===== src/rtl/fir_tap_seq.sv =====
module fir_tap_seq #(
  parameter int DW       = 24,
  parameter int GUARD    = 8,
  parameter int TAPS_MAX = 8,
  parameter int BUF_LEN  = 10
) (
  input  logic                          clk,
  input  logic                          rst_n,
  input  logic                          coef_we,
  input  logic [$clog2(TAPS_MAX)-1:0]   coef_addr,
  input  logic [DW-1:0]                 coef_wdata,
  input  logic                          start,
  input  logic [$clog2(TAPS_MAX+1)-1:0] tap_count,
  input  logic [DW-1:0]                 sample_in,
  output logic                          busy,
  output logic                          done,
  output logic [DW-1:0]                 result
);
  localparam int AC    = $clog2(TAPS_MAX);
  localparam int CW    = $clog2(TAPS_MAX+1);
  localparam int SW    = $clog2(BUF_LEN);
  localparam int ACC_W = 2*DW + GUARD;
  localparam logic signed [ACC_W-1:0] HI_LIM = ACC_W'((64'sd1 <<< (DW-1)) - 1);
  localparam logic signed [ACC_W-1:0] LO_LIM = -ACC_W'(64'sd1 <<< (DW-1));

  logic [DW-1:0] coef [TAPS_MAX];
  logic [DW-1:0] sbuf [BUF_LEN];

  logic [AC-1:0] cptr;
  logic [SW-1:0] sptr, head;
  logic [CW-1:0] fcnt, ntaps;
  logic          fetching, v_q, l_q, fin;
  logic [DW-1:0] c_q, s_q;
  logic signed [ACC_W-1:0] acc;

  wire accept = start && !busy && tap_count != '0 && tap_count <= CW'(TAPS_MAX);

  wire signed [2*DW-1:0]  prod   = $signed(c_q) * $signed(s_q);
  wire signed [ACC_W-1:0] prod_x = ACC_W'(prod) <<< 1;
  wire signed [ACC_W-1:0] shv    = acc >>> (DW-1);
  wire [DW-1:0] sat = (shv > HI_LIM) ? {1'b0, {(DW-1){1'b1}}} :
                      (shv < LO_LIM) ? {1'b1, {(DW-1){1'b0}}} : shv[DW-1:0];

  always_ff @(posedge clk)
    if (coef_we) coef[coef_addr] <= coef_wdata;

  always_ff @(posedge clk) begin
    if (!rst_n) begin
      for (int i = 0; i < BUF_LEN; i++) sbuf[i] <= '0;
      head <= '0;
    end else if (accept) begin
      sbuf[head] <= sample_in;
      head <= (head == '0) ? SW'(BUF_LEN-1) : head - 1'b1;
    end
  end

  always_ff @(posedge clk) begin
    if (!rst_n) begin
      busy <= 1'b0; fetching <= 1'b0; v_q <= 1'b0; l_q <= 1'b0; fin <= 1'b0;
      done <= 1'b0; result <= '0; acc <= '0;
      cptr <= '0; sptr <= '0; fcnt <= '0; ntaps <= '0; c_q <= '0; s_q <= '0;
    end else begin
      if (accept) begin
        busy <= 1'b1; fetching <= 1'b1; acc <= '0;
        cptr <= '0; sptr <= head; fcnt <= '0; ntaps <= tap_count;
      end
      if (fetching) begin
        c_q  <= coef[cptr];
        s_q  <= sbuf[sptr];
        v_q  <= 1'b1;
        l_q  <= (fcnt == ntaps - 1'b1);
        cptr <= cptr + 1'b1;
        sptr <= (sptr == SW'(BUF_LEN-1)) ? '0 : sptr + 1'b1;
        fcnt <= fcnt + 1'b1;
        if (fcnt == ntaps - 1'b1) fetching <= 1'b0;
      end else begin
        v_q <= 1'b0;
        l_q <= 1'b0;
      end
      if (v_q) acc <= acc + prod_x;
      fin  <= v_q && l_q;
      done <= fin;
      if (fin) begin
        result <= sat;
        busy   <= 1'b0;
      end
    end
  end

  p_done_pulse_r3: assert property (@(posedge clk) disable iff (!rst_n) done |=> !done);
  p_done_ends_busy_r3: assert property (@(posedge clk) disable iff (!rst_n) done |-> !busy && $past(busy));
  p_busy_needs_start_r4: assert property (@(posedge clk) disable iff (!rst_n) $rose(busy) |-> $past(start));
  p_bad_count_r5: assert property (@(posedge clk) disable iff (!rst_n)
    (start && !busy && (tap_count == '0 || tap_count > CW'(TAPS_MAX))) |=> !busy);
  p_ptr_range_r7: assert property (@(posedge clk) disable iff (!rst_n)
    sptr < SW'(BUF_LEN) && head < SW'(BUF_LEN));
  p_result_hold_r8: assert property (@(posedge clk) disable iff (!rst_n) !done |-> $stable(result));
endmodule


===== config.mk =====
export PLATFORM = sky130hd
export DESIGN_NAME = fir_tap_seq
export DESIGN_NICKNAME = d
export VERILOG_FILES = /design/src/rtl/fir_tap_seq.sv
export SDC_FILE = /design/constraint.sdc
export NUM_CORES = 2
export LEC_CHECK = 0
export BUFFER_PORTS_ARGS = -buffer_cell sky130_fd_sc_hd__buf_2
export CORE_UTILIZATION = 30
export CTS_CLUSTER_SIZE = 16
export DETAILED_ROUTE_END_ITERATION = 7
export PLACE_DENSITY_LB_ADDON = 0.08
export SETUP_SLACK_MARGIN = 0.05
export SYNTH_ARGS = -nofsm -noshare
export SYNTH_HDL_FRONTEND = slang
export SYNTH_SLANG_ARGS = --single-unit

===== constraint.sdc =====
create_clock -name clk -period 11.3 [get_ports clk]
set_input_delay 1.13 -clock clk [delete_from_list [all_inputs] [get_ports clk]]
set_output_delay 1.13 -clock clk [all_outputs]
set_load 0.02 [all_outputs]

Yosys cells after proc, flatten, opt, wreduce, memory -nomap -nowiden
Memory sizes are Yosys's and may differ from the RTL's. A register that Yosys moved wholly into a read port is not among the register bits.
Index checks and enable logic that the tools add are counted.
{"block": "classes", "n_lt_le_gt_ge": 3, "reduce_logical": 14, "add_sub_neg": 6, "eq_ne": 2, "n_bitwise": 1, "multipliers": 1, "muxes": 25}
{"operator": "$mux 56", "n": 2}
{"operator": "$mux 24", "n": 3}
{"operator": "$add 56x49->56", "n": 1}
{"operator": "$mul 24x24->48", "n": 1}
{"operator": "$gt 33x24->1 const B", "n": 1}
{"operator": "$lt 33x24->1 const B", "n": 1}
{"operator": "$mux 4", "n": 7}
{"operator": "$reduce_or 24->1", "n": 1}
{"operator": "$mux 1", "n": 11}
{"operator": "$add 4x1->4 const B", "n": 2}
{"operator": "$sub 4x1->4 const B", "n": 2}
{"operator": "$mux 3", "n": 2}
{"operator": "$eq 4x4->1", "n": 1}
{"operator": "$eq 4x4->1 const B", "n": 1}
{"operator": "$le 4x4->1 const B", "n": 1}
{"operator": "$logic_and 1x1->1", "n": 4}
{"operator": "$logic_not 4->1", "n": 1}
{"operator": "$reduce_bool 2->1", "n": 2}
{"operator": "$reduce_bool 4->1", "n": 1}
{"operator": "$add 3x1->3 const B", "n": 1}
{"operator": "$logic_not 1->1", "n": 3}
{"operator": "$reduce_and 2->1", "n": 1}
{"operator": "$reduce_or 2->1", "n": 1}
{"operator": "$not 1->1", "n": 1}
{"block": "totals", "mem_bits_rw": 432, "register_bits": 105, "inputBits": 59, "mem_count": 2, "wordCells": 67, "out_inout_bits": 26}
{"name": "sbuf", "words": 10, "word_bits": 24, "read_ports": 1, "rd_clocked_by_memory_dff": 1, "write_ports": 10, "line_no": "27", "source": "logic [DW-1:0] sbuf [BUF_LEN];"}
{"name": "coef", "words": 8, "word_bits": 24, "read_ports": 1, "rd_clocked_by_memory_dff": 1, "write_ports": 1, "line_no": "26", "source": "logic [DW-1:0] coef [TAPS_MAX];"}

Logic depth before layout (Yosys ltp)
{"block": "logic_depth", "depth_word": 9, "depth_mapped": 41, "ltp_nobuf": 40}

Least setup slack after synthesis
No wires, ideal clock.
{"block": "synth_timing", "path_type": "register to register", "start": "register s_q[3] (read register of sbuf)", "end": "register acc[55]", "n_path_buf": 2, "stages_incl_launch_ff": 39, "setup_slack_ps": 1942, "t_arrival_ps": 9232, "t_required_ps": 11174, "period_less_slack_ps": 9358, "cell_sequence": "dfxtp_1 clkbuf_1 clkbuf_1 nand2_1 fa_1 fa_1 fa_1 inv_1 fa_1 inv_1 fa_1 inv_1 fa_1 inv_1 fa_1 inv_1 ha_1 a211o_1 [3 not listed] a211oi_1 o31ai_1 o21ai_1 a21o_1 a21oi_1 xnor2_1 ha_1 a21o_1 a221oi_2 o21ai_1 a21o_1 a221o_1 a31oi_4 o21ai_2 or4_4 a311oi_2 xnor2_1 o211ai_2"}
{"block": "synth_between", "elab_chain_len": 3}
{"item": "start: declaration", "line_no": "33", "source": "logic [DW-1:0] c_q, s_q;"}
{"item": "$mul 24x24->48", "line_no": "38", "source": "wire signed [2*DW-1:0] prod = $signed(c_q) * $signed(s_q);"}
{"item": "$add 56x49->56", "line_no": "80", "source": "if (v_q) acc <= acc + prod_x;"}
{"item": "$mux 56", "line_no": "80"}
{"item": "end signal: assignment", "line_no": "80"}
{"item": "end: declaration", "line_no": "34", "source": "logic signed [ACC_W-1:0] acc;"}
No other way between the ends.
A chain may end at the register's enable or synchronous reset.

Final worst setup path
{"block": "layout_timing", "start": "register c_q[23] (read register of coef)", "end": "register acc[55]"}
{"block": "layout_between", "elab_chain_len": 3}
{"item": "start: declaration", "line_no": "33"}
{"item": "$mul 24x24->48", "line_no": "38"}
{"item": "$add 56x49->56", "line_no": "80"}
{"item": "$mux 56", "line_no": "80"}
No other way between the ends.

==> results.txt <==
Static timing analysis puts the maximum clock frequency at 94.3 MHz. Counting I/O delays and the setup requirement, the final critical path takes 10610 ps. The tool flagged a number of max-cap violations equal to 0. Measured against its own limit, the worst slew margin works out to 24.1%. Input and output buffers added on the ports amount to 84.

The tools report the type of element capturing the critical path as a flop. STA classifies the critical path startpoint as a flop. The run gives 59.0 ps as the final clock skew. The library cell used as clock root buffer is sky130_fd_sc_hd__clkbuf_16. In the final timing run, aggregate negative setup slack is 0 ps. No sink is reached through more buffers than the 3 on the longest clock path.

The global placement routability congestion is 0.790, and the synthesized instance count is 4412. During synthesis, Yosys emitted a total of 0 warnings. The cell type with the highest occurrence count on the critical path is sky130_fd_sc_hd__fa_1. Entering global routing, the biggest net connects 60 pins.

For this design the static power due to leakage is 24.6 nW. The die is 419 um wide. The detailed router placed 31945 vias in this run.

The area of the core region is 172000 um2, and the number of CTS-inserted buffers is 88. In this run the core area contains 152 standard-cell rows. The largest individual stage delay along the critical path comes from the cell sky130_fd_sc_hd__fa_1. STA puts the critical path data required time at 11880 ps.

Clock-pin slew was measured on the worst setup and hold paths at 60 ps. For the detailed-route wire length, the log shows 154000 um. The min-delay analysis places its worst path in the category reg -> reg.

In this run the count of I/O pins placed on the die edge is 85. Setup repair after global routing left no endpoint under its margin. For this design, the CTS-stage hold fixing added 0 buffers. The post-detailed-route DRC marker count is 0. Kind of cell adding the most delay to the critical path: adder cells. The initial antenna violation count was 11; the slew at the pin with the worst max-slew slack was 1140 ps.

The logs give 34613 for the number of global-route vias before repair and 5 for the number of optimization iterations in the first detailed-route pass. The cell area after synthesis was 52100 um2; the share of the cycle needed by the critical path after routing was 93.9%. Setup violations remaining at the end of the flow were counted as 0.

The synthesized design contains 576 enable-type register cells. Together, buffers and inverters on the worst path number 6. The area of the die was 175000 um2; the arrival time at the worst endpoint was 11190 ps.

The synthesized net count came out at 5271. The library cell used most frequently in the layout, excluding fill and tap cells, is sky130_fd_sc_hd__inv_1. At the later pin of the worst-skew pair, clock insertion delay measures 710 ps.

On the worst path, the slowest cell contributes a delay of 800 ps. In this run, distinct cell masters in the synthesized netlist total 82. The area share of the largest cell type after synthesis came out at 33.2%. In the final layout, the share of cells above drive strength 1 is 12.0%. The tools report the aggregate global-route resource usage as 17.9%. IR analysis of the VDD net gives a maximum drop of 101 uV. sky130_fd_sc_hd__edfxtp_1 takes more of the synthesized area than any other cell.

After clock tree synthesis, the setup repair step added 0 buffers. By startpoint and endpoint, the worst setup path is classified as reg -> reg. Synthesis inferred 728 register bits. The HPWL after detailed placement is 111000 um. The mean cell area of the mapped netlist is 11.8 um2. The run gives 3 as the maximum level of the CTS H-tree. The growth of design area from synthesis to finish was 12.2%. The die span in y works out to 419 um. Leaving out fill and tap cells, the most frequent cells in the layout are sky130_fd_sc_hd__inv_1, sky130_fd_sc_hd__fa_1, sky130_fd_sc_hd__edfxtp_1, sky130_fd_sc_hd__nand2_1, sky130_fd_sc_hd__nor2_1. Power per standard cell area: 126 nW/um2. The run finished with clean final reports. After global routing the overflow that remains totals 0.

Detail-routed via count per cell: 4.66. The first global-routing pass estimated 231000 um of wire. Ranked by total cell area, the synthesized netlist is headed by sky130_fd_sc_hd__edfxtp_1, sky130_fd_sc_hd__fa_1, sky130_fd_sc_hd__mux4_2. In the final routed layout, each cell accounts on average for 22.4 um. The final count of hold timing violations is 0, and the net count reported at finish is 5335. The most used flip-flop cell after synthesis is sky130_fd_sc_hd__edfxtp_1. For this design, the sink count on the clock tree is 728. The count of nets left with antenna violations once routing finished came out at 0.

The maximum fanout count along the critical path was 24; the smallest hold slack was 453 ps. Post-CTS repair changed the size of 0 cells. The layout has 17201 filler cells. In the synthesized netlist the async set-or-reset flop fraction comes to 0%.

The run gives 30.3% as the effective utilization at floorplan. For the share of synthesized area occupied by flip-flops and latches, the log shows 39.0%. TritonCTS built the clock tree. The number of pins exceeding their max-slew limit in the final report came out at 0. For this block, the initial DRC count from the detailed router was 1609.
[cell families (layout without fill, tap and decap cells)]
logic type                 after synthesis  count (layout)  synth area share (%)
DFF                                    728             728                  39.0
AOI/OAI and AO/OA                      412             412                  5.17
and+or+nand+nor                       1276            1276                  11.5
muxes                                  222             222                  8.30
buffers and inverters                  862             992                  6.23
xor gates and xnor gates               112             112                  1.88
adders and majority gates              800             800                  28.0
other                                    0               3                     0
[layer usage]
metal | routed length [um] | up-vias | global-route usage (%)
li1 | - | 14735 | -
met1 | 71100 | 16542 | 24.3
met2 | 72100 | 469 | 29.4
met3 | 5840 | 195 | 2.56
met4 | 4640 | 4 | 5.69
met5 | 24 | - | 0
[through the flow]
stage	area, um2	setup WS, ps	util (%)	std cells	total power, mW
final	58500	690	34.0	6855	7.37
after global routing	58500	149	34.0	6852	7.72
after CTS	58500	629	34.0	6852	7.52
after detailed placement	55600	608	32.3	6696	4.56
after global placement	55600	696	32.3	6696	4.56
after floorplan	52100	1940	-	4412	4.00
[registers in the layout, summed over array words and instances, names as in the netlist, 3 cells and up]
register	cells
s_q	24
result	24
sptr	4
acc	55
sbuf	384
ntaps	4
coef	192
fcnt	4
cptr	3
head	4
c_q	24
[Yosys cell counts (29+ instances only)]
cell type and instances:
sky130_fd_sc_hd__inv_1 637, sky130_fd_sc_hd__fa_1 608, sky130_fd_sc_hd__edfxtp_1 576, sky130_fd_sc_hd__nand2_1 432
sky130_fd_sc_hd__nor2_1 361, sky130_fd_sc_hd__and2_1 279, sky130_fd_sc_hd__clkbuf_1 192, sky130_fd_sc_hd__ha_1 192
sky130_fd_sc_hd__mux4_2 168, sky130_fd_sc_hd__dfxtp_1 152, sky130_fd_sc_hd__a21oi_1 127, sky130_fd_sc_hd__and3_1 82
sky130_fd_sc_hd__xnor2_1 78, sky130_fd_sc_hd__a21o_1 67, sky130_fd_sc_hd__o21ai_0 59, sky130_fd_sc_hd__mux2i_1 52
sky130_fd_sc_hd__xor2_1 34, sky130_fd_sc_hd__a211oi_1 29, sky130_fd_sc_hd__nand3_1 29
[where the power goes]
part | total, mW | switching, mW | internal (mW)
Clock | 2.90 | 1.24 | 1.66
Sequential | 3.05 | 0.0844 | 2.97
Combinational | 1.42 | 0.908 | 0.510
[worst min-delay path, stage by stage (launching register included)]
cell	delay [ps]
sky130_fd_sc_hd__dfxtp_1	320
sky130_fd_sc_hd__nand2_1	40
sky130_fd_sc_hd__o21ai_0	50
[worst paths after layout]
| path | start | end | slack (ps) | cells past startpoint |
|---|---|---|---|---|
| worst max-delay path | c_q[23] | acc[55] | 690 | 36 |
| worst min-delay path | result[11] | result[11] | 450 | 2 |
| worst max register to register | c_q[23] | acc[55] | 690 | 36 |
| worst min register to register | result[11] | result[11] | 450 | 2 |
[area by class of cell]
type	instances	area, um2	share of cell area, %
Inverter	639	2400	4.10
Clock buffer	107	2280	3.90
Multi-Input combinational cell	2822	28700	49.0
Tap cell	2310	2890	4.94
Antenna cell	3	7.51	0.0128
Sequential cell	728	20400	34.8
Timing Repair Buffer	197	1270	2.17
Clock inverter	49	606	1.04
Note: power is estimated with default switching activity, not from simulation.
